===== config.mk =====
export PLATFORM = sky130hd
export DESIGN_NAME = cluster_egress_bridge
export DESIGN_NICKNAME = d
export VERILOG_FILES = /design/src/rtl/ceb_pkg.sv /design/src/rtl/ceb_rr_arb.sv /design/src/rtl/ceb_wait_ctr.sv /design/src/rtl/ceb_rsp_steer.sv /design/src/rtl/cluster_egress_bridge.sv
export SDC_FILE = /design/constraint.sdc
export NUM_CORES = 1
export LEC_CHECK = 0
export ABC_AREA = 1
export BUFFER_PORTS_ARGS = -buffer_cell sky130_fd_sc_hd__buf_2
export CAP_MARGIN = 20
export CORE_ASPECT_RATIO = 0.5
export CORE_MARGIN = 1.5
export CORE_UTILIZATION = 35
export DETAILED_ROUTE_END_ITERATION = 8
export PLACE_DENSITY = 0.67
export SKIP_LAST_GASP = 1
export SYNTH_ARGS = -nofsm -noshare
export SYNTH_HDL_FRONTEND = slang
export SYNTH_SLANG_ARGS = --single-unit

===== constraint.sdc =====
create_clock -name clk -period 4.5 [get_ports clk]
set_input_delay 1.35 -clock clk [delete_from_list [all_inputs] [get_ports clk]]
set_output_delay 1.35 -clock clk [all_outputs]
set_load 0.1 [all_outputs]

===== src/rtl/ceb_pkg.sv =====
package ceb_pkg;
  typedef enum logic [1:0] {
    ST_IDLE = 2'd0,
    ST_SEND = 2'd1,
    ST_WAIT = 2'd2,
    ST_RESP = 2'd3
  } ceb_state_e;

  function automatic int unsigned idx_width(input int unsigned n);
    return (n > 1) ? $clog2(n) : 1;
  endfunction
endpackage


===== src/rtl/ceb_rr_arb.sv =====
module ceb_rr_arb #(
  parameter int unsigned N     = 4,
  parameter int unsigned IDX_W = 2
) (
  input  logic             clk,
  input  logic             rst_n,
  input  logic [N-1:0]     req,
  input  logic             adv,
  output logic [N-1:0]     gnt,
  output logic [IDX_W-1:0] gnt_idx
);
  logic [IDX_W-1:0] last_q, last_d;
  logic             found;
  int               cand;

  // search starts one past the last winner and wraps
  always_comb begin
    gnt     = '0;
    gnt_idx = last_q;
    found   = 1'b0;
    cand    = 0;
    for (int off = 1; off <= int'(N); off++) begin
      cand = int'(last_q) + off;
      if (cand >= int'(N)) cand = cand - int'(N);
      if (!found && req[cand]) begin
        found     = 1'b1;
        gnt[cand] = 1'b1;
        gnt_idx   = IDX_W'(cand);
      end
    end
  end

  always_comb begin
    last_d = last_q;
    if (adv) last_d = gnt_idx;
  end

  always_ff @(posedge clk or negedge rst_n) begin
    if (!rst_n) last_q <= IDX_W'(N - 1);
    else        last_q <= last_d;
  end
endmodule


===== src/rtl/ceb_wait_ctr.sv =====
module ceb_wait_ctr #(
  parameter int unsigned CNT_W = 16
) (
  input  logic             clk,
  input  logic             rst_n,
  input  logic             stalled,
  output logic [CNT_W-1:0] cnt
);
  localparam logic [CNT_W-1:0] CNT_MAX = {CNT_W{1'b1}};

  logic [CNT_W-1:0] cnt_q, cnt_d;
  logic             inc_en;

  always_comb begin
    inc_en = stalled && (cnt_q != CNT_MAX);
    cnt_d  = cnt_q;
    if (inc_en) cnt_d = cnt_q + 1'b1;
  end

  always_ff @(posedge clk or negedge rst_n) begin
    if (!rst_n) cnt_q <= '0;
    else        cnt_q <= cnt_d;
  end

  assign cnt = cnt_q;
endmodule


===== src/rtl/ceb_rsp_steer.sv =====
module ceb_rsp_steer #(
  parameter int unsigned N     = 4,
  parameter int unsigned IDX_W = 2
) (
  input  logic             en,
  input  logic [IDX_W-1:0] owner,
  output logic [N-1:0]     strobe
);
  always_comb begin
    strobe = '0;
    for (int p = 0; p < int'(N); p++) begin
      if (en && (owner == IDX_W'(p))) strobe[p] = 1'b1;
    end
  end
endmodule


===== src/rtl/cluster_egress_bridge.sv =====
module cluster_egress_bridge #(
  parameter int unsigned N         = 4,
  parameter int unsigned ID_W      = 8,
  parameter int unsigned ADDR_W    = 32,
  parameter int unsigned DATA_W    = 32,
  parameter int unsigned CNT_W     = 16,
  parameter logic [ID_W-1:0] BRIDGE_ID = 8'hB0
) (
  input  logic                clk,
  input  logic                rst_n,
  input  logic [N-1:0]        loc_req_valid,
  output logic [N-1:0]        loc_req_ready,
  input  logic [N*ID_W-1:0]   loc_req_src,
  input  logic [N*ADDR_W-1:0] loc_req_addr,
  output logic [N-1:0]        loc_rsp_valid,
  output logic [ID_W-1:0]     loc_rsp_dst,
  output logic [DATA_W-1:0]   loc_rsp_data,
  output logic                up_req_valid,
  input  logic                up_req_ready,
  output logic [ID_W-1:0]     up_req_src,
  output logic [ADDR_W-1:0]   up_req_addr,
  input  logic                up_rsp_valid,
  output logic                up_rsp_ready,
  input  logic [ID_W-1:0]     up_rsp_dst,
  input  logic [DATA_W-1:0]   up_rsp_data,
  output logic [N*CNT_W-1:0]  stall_cnt
);
  import ceb_pkg::*;

  localparam int unsigned IDX_W = idx_width(N);

  ceb_state_e        state_q, state_d;
  logic [IDX_W-1:0]  owner_q, owner_d;
  logic [ID_W-1:0]   src_q, src_d;
  logic [ADDR_W-1:0] addr_q, addr_d;
  logic [DATA_W-1:0] data_q, data_d;

  logic              token_free;
  logic [N-1:0]      arb_req;
  logic [N-1:0]      arb_gnt;
  logic [IDX_W-1:0]  arb_idx;
  logic              take;
  logic              rsp_hit;
  logic              cap_req_en;
  logic              cap_rsp_en;
  logic [ID_W-1:0]   sel_src;
  logic [ADDR_W-1:0] sel_addr;

  // token is free only in idle; arbitration is gated by it
  assign token_free = (state_q == ST_IDLE);
  assign arb_req    = loc_req_valid & {N{token_free}};

  ceb_rr_arb #(.N(N), .IDX_W(IDX_W)) u_arb (
    .clk     (clk),
    .rst_n   (rst_n),
    .req     (arb_req),
    .adv     (take),
    .gnt     (arb_gnt),
    .gnt_idx (arb_idx)
  );

  assign take          = |arb_gnt;
  assign loc_req_ready = arb_gnt;

  always_comb begin
    sel_src  = loc_req_src[arb_idx*ID_W +: ID_W];
    sel_addr = loc_req_addr[arb_idx*ADDR_W +: ADDR_W];
  end

  assign rsp_hit    = (state_q == ST_WAIT) && up_rsp_valid && (up_rsp_dst == BRIDGE_ID);
  assign cap_req_en = take;
  assign cap_rsp_en = rsp_hit;

  // next-state logic
  always_comb begin
    state_d = state_q;
    unique case (state_q)
      ST_IDLE: if (take)         state_d = ST_SEND;
      ST_SEND: if (up_req_ready) state_d = ST_WAIT;
      ST_WAIT: if (rsp_hit)      state_d = ST_RESP;
      ST_RESP:                   state_d = ST_IDLE;
      default:                   state_d = ST_IDLE;
    endcase
  end

  always_comb begin
    owner_d = owner_q;
    src_d   = src_q;
    addr_d  = addr_q;
    data_d  = data_q;
    if (cap_req_en) begin
      owner_d = arb_idx;
      src_d   = sel_src;
      addr_d  = sel_addr;
    end
    if (cap_rsp_en) data_d = up_rsp_data;
  end

  always_ff @(posedge clk or negedge rst_n) begin
    if (!rst_n) begin
      state_q <= ST_IDLE;
      owner_q <= '0;
      src_q   <= '0;
      addr_q  <= '0;
      data_q  <= '0;
    end else begin
      state_q <= state_d;
      owner_q <= owner_d;
      src_q   <= src_d;
      addr_q  <= addr_d;
      data_q  <= data_d;
    end
  end

  // outer side: source replaced by the bridge identifier
  assign up_req_valid = (state_q == ST_SEND);
  assign up_req_src   = BRIDGE_ID;
  assign up_req_addr  = addr_q;
  assign up_rsp_ready = (state_q == ST_WAIT);

  // local side: response steered back with the saved source restored
  ceb_rsp_steer #(.N(N), .IDX_W(IDX_W)) u_steer (
    .en     (state_q == ST_RESP),
    .owner  (owner_q),
    .strobe (loc_rsp_valid)
  );

  assign loc_rsp_dst  = src_q;
  assign loc_rsp_data = data_q;

  for (genvar g = 0; g < N; g++) begin : g_ctr
    ceb_wait_ctr #(.CNT_W(CNT_W)) u_ctr (
      .clk     (clk),
      .rst_n   (rst_n),
      .stalled (loc_req_valid[g] && !loc_req_ready[g]),
      .cnt     (stall_cnt[g*CNT_W +: CNT_W])
    );
  end
endmodule


==> After elaboration in Yosys (flattened, before gate mapping) <==
Cells that the tools add are included.
{ "word_totals": {"regBits": 142, "input_bits": 208, "output_inout_bits": 154, "elab_cells": 129} }
{ "classes": {"addsub": 12, "n_lt_le_gt_ge": 12, "n_eq_ne": 14, "shift": 2, "mux": 43, "n_bitwise": 4, "n_reduce_logical": 32} }
{ "op_table": {"columns": ["cell", "n"], "rows": [
  ["32-bit by 1-bit >= comparator with 1-bit output, second input constant", 4],
  ["32-bit by 4-bit >= comparator with 1-bit output, second input constant", 4],
  ["32-bit by 4-bit less-than comparator with 1-bit output, second input constant", 4],
  ["32-bit two-way mux", 4],
  ["128-bit by 8-bit variable part select with 32-bit output", 1],
  ["32-bit by 4-bit subtractor with 32-bit output, second input constant", 4],
  ["16-bit by 1-bit adder with 16-bit output, second input constant", 4],
  ["16-bit inequality test, second input constant", 4],
  ["32-bit by 6-bit variable part select with 8-bit output", 1],
  ["1-bit logical AND", 21],
  ["1-bit two-way mux", 19],
  ["4-bit two-way mux", 4],
  ["2-bit two-way mux", 7],
  ["4-bit bitwise OR", 3],
  ["1-bit binary-select mux with 2-bit select", 4],
  ["1-bit demux with 2-bit select", 4],
  ["2-bit == test, second input constant", 4],
  ["8-bit == test, second input constant", 1],
  ["2-bit case mux with 4 select lines", 1],
  ["1-bit zero test", 7],
  ["2-bit by 2-bit adder with 3-bit output, second input constant", 2],
  ["2-bit by 1-bit inequality test with 1-bit output, second input constant", 3],
  ["2-bit by 3-bit adder with 4-bit output, second input constant", 1],
  ["4-bit bitwise AND", 1],
  ["5 further kinds", 7]
]} }

==> Logic depth before layout (Yosys ltp) <==
{ "depth": {"depth_word": 19, "depth_mapped": 19, "depth_no_buf": 16} }

==> Hierarchy <==
From an unflattened synthesis, not the netlist that was laid out.
{ "unflattened": {"cells_unflattened": 1287, "hier_area_um2": 9360.2} }
{ "by_module_without_submodules": {"columns": ["mod", "instances", "cells_each", "area_per_inst_um2", "seq_area_each_um2"], "rows": [
  ["cluster_egress_bridge", 1, 603, 4500.6, 1901.8],
  ["ceb_wait_ctr", 4, 149, 1058.5, 400.4],
  ["ceb_rr_arb", 1, 80, 595.6, 52.6],
  ["ceb_rsp_steer", 1, 8, 30.0, 0.0]
]} }

==> Worst setup path after synthesis <==
Ideal clock, no wire load.
{ "synth_timing": {"path_kind": "in2out", "from": "input loc_req_valid[2]", "to": "output loc_req_ready[0]", "t_arrival_ps": 2764, "t_required_ps": 3150, "slack_ps": 386, "cell_stages": 8, "n_path_buf": 1, "path_cell_list": "nand2_1 nand2_1 nand3_2 nand2_2 nor2_2 buf_6 nand3_1 nand3_1"} }
{ "synth_via": {"elab_chain_len": 14, "elab_cells_between_ends": 29, "classes_between": "19 x mux; 4 x bitwise; 6 x reduce/logical"} }
{ "synth_rtl": {"columns": ["element", "line_no", "rtl"], "rows": [
  ["from (decl)", "cluster_egress_bridge.sv:11", "input logic [N-1:0] loc_req_valid,"],
  ["4-bit bitwise AND (*)", "cluster_egress_bridge.sv:51", "assign arb_req = loc_req_valid & {N{token_free}};"],
  ["1-bit binary-select mux with 2-bit select", "ceb_rr_arb.sv:25", "if (!found && req[cand]) begin"],
  ["1-bit two-way mux (implied by the code) (2 in a row)", "ceb_rr_arb.sv:25", null],
  ["1-bit two-way mux", "ceb_rr_arb.sv:25", null],
  ["1-bit zero test", "ceb_rr_arb.sv:25", null],
  ["1-bit logical AND", "ceb_rr_arb.sv:25", null],
  ["1-bit two-way mux", "ceb_rr_arb.sv:25", null],
  ["1-bit zero test", "ceb_rr_arb.sv:25", null],
  ["1-bit logical AND", "ceb_rr_arb.sv:25", null],
  ["1-bit two-way mux", "ceb_rr_arb.sv:25", null],
  ["1-bit zero test", "ceb_rr_arb.sv:25", null],
  ["1-bit logical AND", "ceb_rr_arb.sv:25", null],
  ["4-bit two-way mux (*)", "ceb_rr_arb.sv:25", null],
  ["to (decl)", "cluster_egress_bridge.sv:12", "output logic [N-1:0] loc_req_ready,"]
]} }
Mark *: on every way between the ends. The rest lies on a longest branch, timed or not. The select of a mux whose other input is x is not followed.

==> Worst setup path after layout <==
{ "layout_timing": {"from": "register u_arb.last_q[1]", "to": "output loc_req_ready[3]"} }
{ "layout_via": {"elab_chain_len": 16, "elab_cells_between_ends": 64, "classes_between": "8 x add/sub; 12 x order compare; 31 x mux; 3 x bitwise; 10 x reduce/logical"} }
{ "layout_rtl": {"columns": ["element", "line_no", "rtl"], "rows": [
  ["from (decl)", "ceb_rr_arb.sv:12", "logic [IDX_W-1:0] last_q, last_d;"],
  ["from (signal assigned)", "ceb_rr_arb.sv:39", "if (!rst_n) last_q <= IDX_W'(N - 1);"],
  ["from (signal assigned)", "ceb_rr_arb.sv:40", "else last_q <= last_d;"],
  ["branches (longest 15 deep; another with 32-bit by 4-bit subtractor with 32-bit output)", null, null],
  ["4-bit two-way mux (*)", "ceb_rr_arb.sv:25", null]
]} }
Every way passes the cells marked *. The select of a mux whose other input is x is not followed.

==> impl_metrics.ini <==
[yosys]
synthXorXnorAreaFrac = 0.0445
netlist_instances = 1173
avgSynthCellArea_um2 = 7.38
netlist.area_leader.share = 0.405
ys_seq_area_frac = 0.411
ys_types = 32
synthArstFlopShare = 1.00
synth_simple_gate_area_frac = 0.320
ys_warn_count = 0
synth-edff-count = 0
synth_top_family_by_area = simple AND/OR/NAND/NOR gates
yosys.area_share.adder = 0.0246
synth_area_leaders = dfrtp_1 40%, nand2_1 20%, nand3_1 5.4%, inv_1 4.6%, mux2_2 4.2%
synth_flop_cell = dfrtp_1
synth_area_leader_cell = dfrtp_1
synthTopCellsByCount = 472 x nand2_1, 140 x dfrtp_1, 107 x inv_1
synth_compound_area_frac = 0.0680
ys_seq_elements = 142
synth_most_common_cell = nand2_1
synth_mux_area_frac = 0.0416
syn_area_um2 = 8650

[die]
die_w_um = 225
rows = 40
core-area_um2 = 24100
die-area_um2 = 25700
io_pins = 362
start_util = 0.359
die_y_um = 114

[setup_path]
crit_fanout = 11
endpoint_kind = primary output
crit_required_ns = 3.15
r2r_setup_slack_ns = 1.16
critPathMaxStageDelay_ns = 0.65
timing.rr.start = u_arb.last_q[1]$_DFFE_PN1P_
critical_path_class = register to primary output
start_kind = register
crit_start = u_arb.last_q[1]$_DFFE_PN1P_
worst_path_max_delay_cell = dfstp_2
arrival_ns = 2.92
crit_path_cell_trace = inv_1 -> ha_1 -> inv_1 -> nand3_2 -> nand2_2 -> nor2_2 -> nand3_1 -> nand3_1 -> buf_12

[finish]
drive_gt1_frac = 0.296
area_growth_pct = 30.7
fin_util = 0.469
antenna_cells = 0
fillers = 2505
nets = 1729

[global_route]
overflow = 0
grt_usage = 0.212
grt_start_max_net_pins = 76
antenna_found_initial = 0
grt_pass1_vias = 8357
grt_first_pass_wirelength_um = 42900

[clock_network]
numCtsBuffers = 17
cts-root-buf = clkbuf_16
insertion_delay_ns = 0.43
postCtsSetupBuffers = 0
clockBufferDepth = 2
cts.clk_slew.worst_paths_ns = 0.06
cts.sinks = 142
cts_hold_buf = 0
htree_num_levels = 4
cts_tree = yes
cts.repair.resized = 0

[placed_design]
gp_congestion = 0.887
io_buffers = 353
hpwlAfterDp_um = 20500

[sta]
slew_headroom = 0.513
finalHoldViolCount = 0
report.final.slew_viol_count = 0
finalCritPeriodShare = 0.950
rsz0062_at_grt = false
finalSetupViolCount = 0
finalSetupTns_ns = 0
fmax_mhz = 234
fin_crit_ns = 4.27
tightestPinTransition_ns = 0.730
clock_skew_ns = 0.00774

[detailed_routing]
met1_length_um = 11700
drc = 0
drt_first_pass_iters = 5
top_layer_used = met4
num_vias = 8722
wl_met3_um = 1400
drtAntennaViolNets = 0
drtIter0Drc = 588
vias_per_cell = 4.71
wl_per_cell_um = 14.4
wl_um = 26700
wl_met2_um = 12700

[hold_path]
min_from = up_req_addr[1]$_DFFE_PN0P_
hp-class = register to register

[run_status]
status = complete, no violations

[job]
max_cap_violations = 0
## kinds of logic (layout without fill, tap and decap cells)
kind of cell / count (synthesis) / after routing
and+or+nand+nor: 668 / 668
xor gates and xnor gates: 44 / 44
muxes: 32 / 32
adders and majority gates: 17 / 17
DFF: 142 / 142
AOI/OAI and AO/OA: 95 / 95
other: 2 / 8
buffers and inverters: 173 / 511
## final timing paths
check                                                         end  depth (start not counted)
min in group asynchronous             up_req_addr[15]$_DFFE_PN0P_                          1
worst max register to register        up_req_addr[25]$_DFFE_PN0P_                         15
worst min register to register         up_req_addr[1]$_DFFE_PN0P_                          2
worst max-delay path                             loc_req_ready[3]                          9
max in group asynchronous       g_ctr[1].u_ctr.cnt[7]$_DFFE_PN0P_                          2
worst min-delay path                   up_req_addr[1]$_DFFE_PN0P_                          2
## layer usage
| layer | vias to the layer above | track usage |
|---|---|---|
| li1 | 4384 | - |
| met1 | 4048 | 0.262 |
| met2 | 234 | 0.353 |
| met3 | 56 | 0.0493 |
| met4 | 0 | 0.0984 |
| met5 | - | 0 |
## through the flow
step,cells,worst slack (ns),instance area (um2),hold WS (ns)
floorplan,1179,0.386,8670,0.490
global placement,1821,0.414,10700,0.458
detailed placement,1821,0.432,10700,0.461
CTS,1853,0.245,11300,0.477
global route,1853,0.0854,11300,0.496
finish,1853,0.226,11300,0.473
## state kept, by name, summed over array words and instances (netlist names)
register / count
g_ctr.u_ctr.cnt: 64
loc_rsp_data: 32
loc_rsp_dst: 8
owner_q: 2
state_q: 2
u_arb.last_q: 2
up_req_addr: 32
## cells in the final DEF (no fill, tap or decap), types with 2 or more instances in the layout
master      instances
conb_1              8
buf_2             348
clkinv_2            2
nor3b_1             3
nand3b_1            4
dfrtp_1           140
buf_4              10
inv_6               2
nand4_1             9
o211ai_1           40
xnor2_1            10
inv_1             107
bufinv_16           3
xor2_1             34
nor4_1              7
nand3_1            94
dfstp_2             2
ha_1               17
inv_2               7
clkinvlp_4          5
buf_12              6
nand2_1           470
nor3_1             27
a21boi_1            3
nand3_2             4
o21ai_0            43
clkbuf_16          17
nor2_1             42
mux2_2             32
nand2_2             5
o21ai_1             6
## critical path, delay by kind of cell, from the launching register on
kind / cells / cell delay [ns]
simple gates: 5 / 0.93
flops: 1 / 0.65
buf+inv: 3 / 0.50
fa+ha+maj: 1 / 0.41
## final cells by class
class	count	area [um2]	share of cell area
Tap cell	336	420	0.0372
Inverter	114	428	0.0378
Clock buffer	19	443	0.0392
Multi-Input combinational cell	864	4350	0.385
Sequential cell	142	3560	0.314
Clock inverter	13	164	0.0145
Timing Repair Buffer	365	1950	0.172
Power is not shown: default switching activity piles up to over one toggle a cycle in this logic, so the estimate is an artifact.
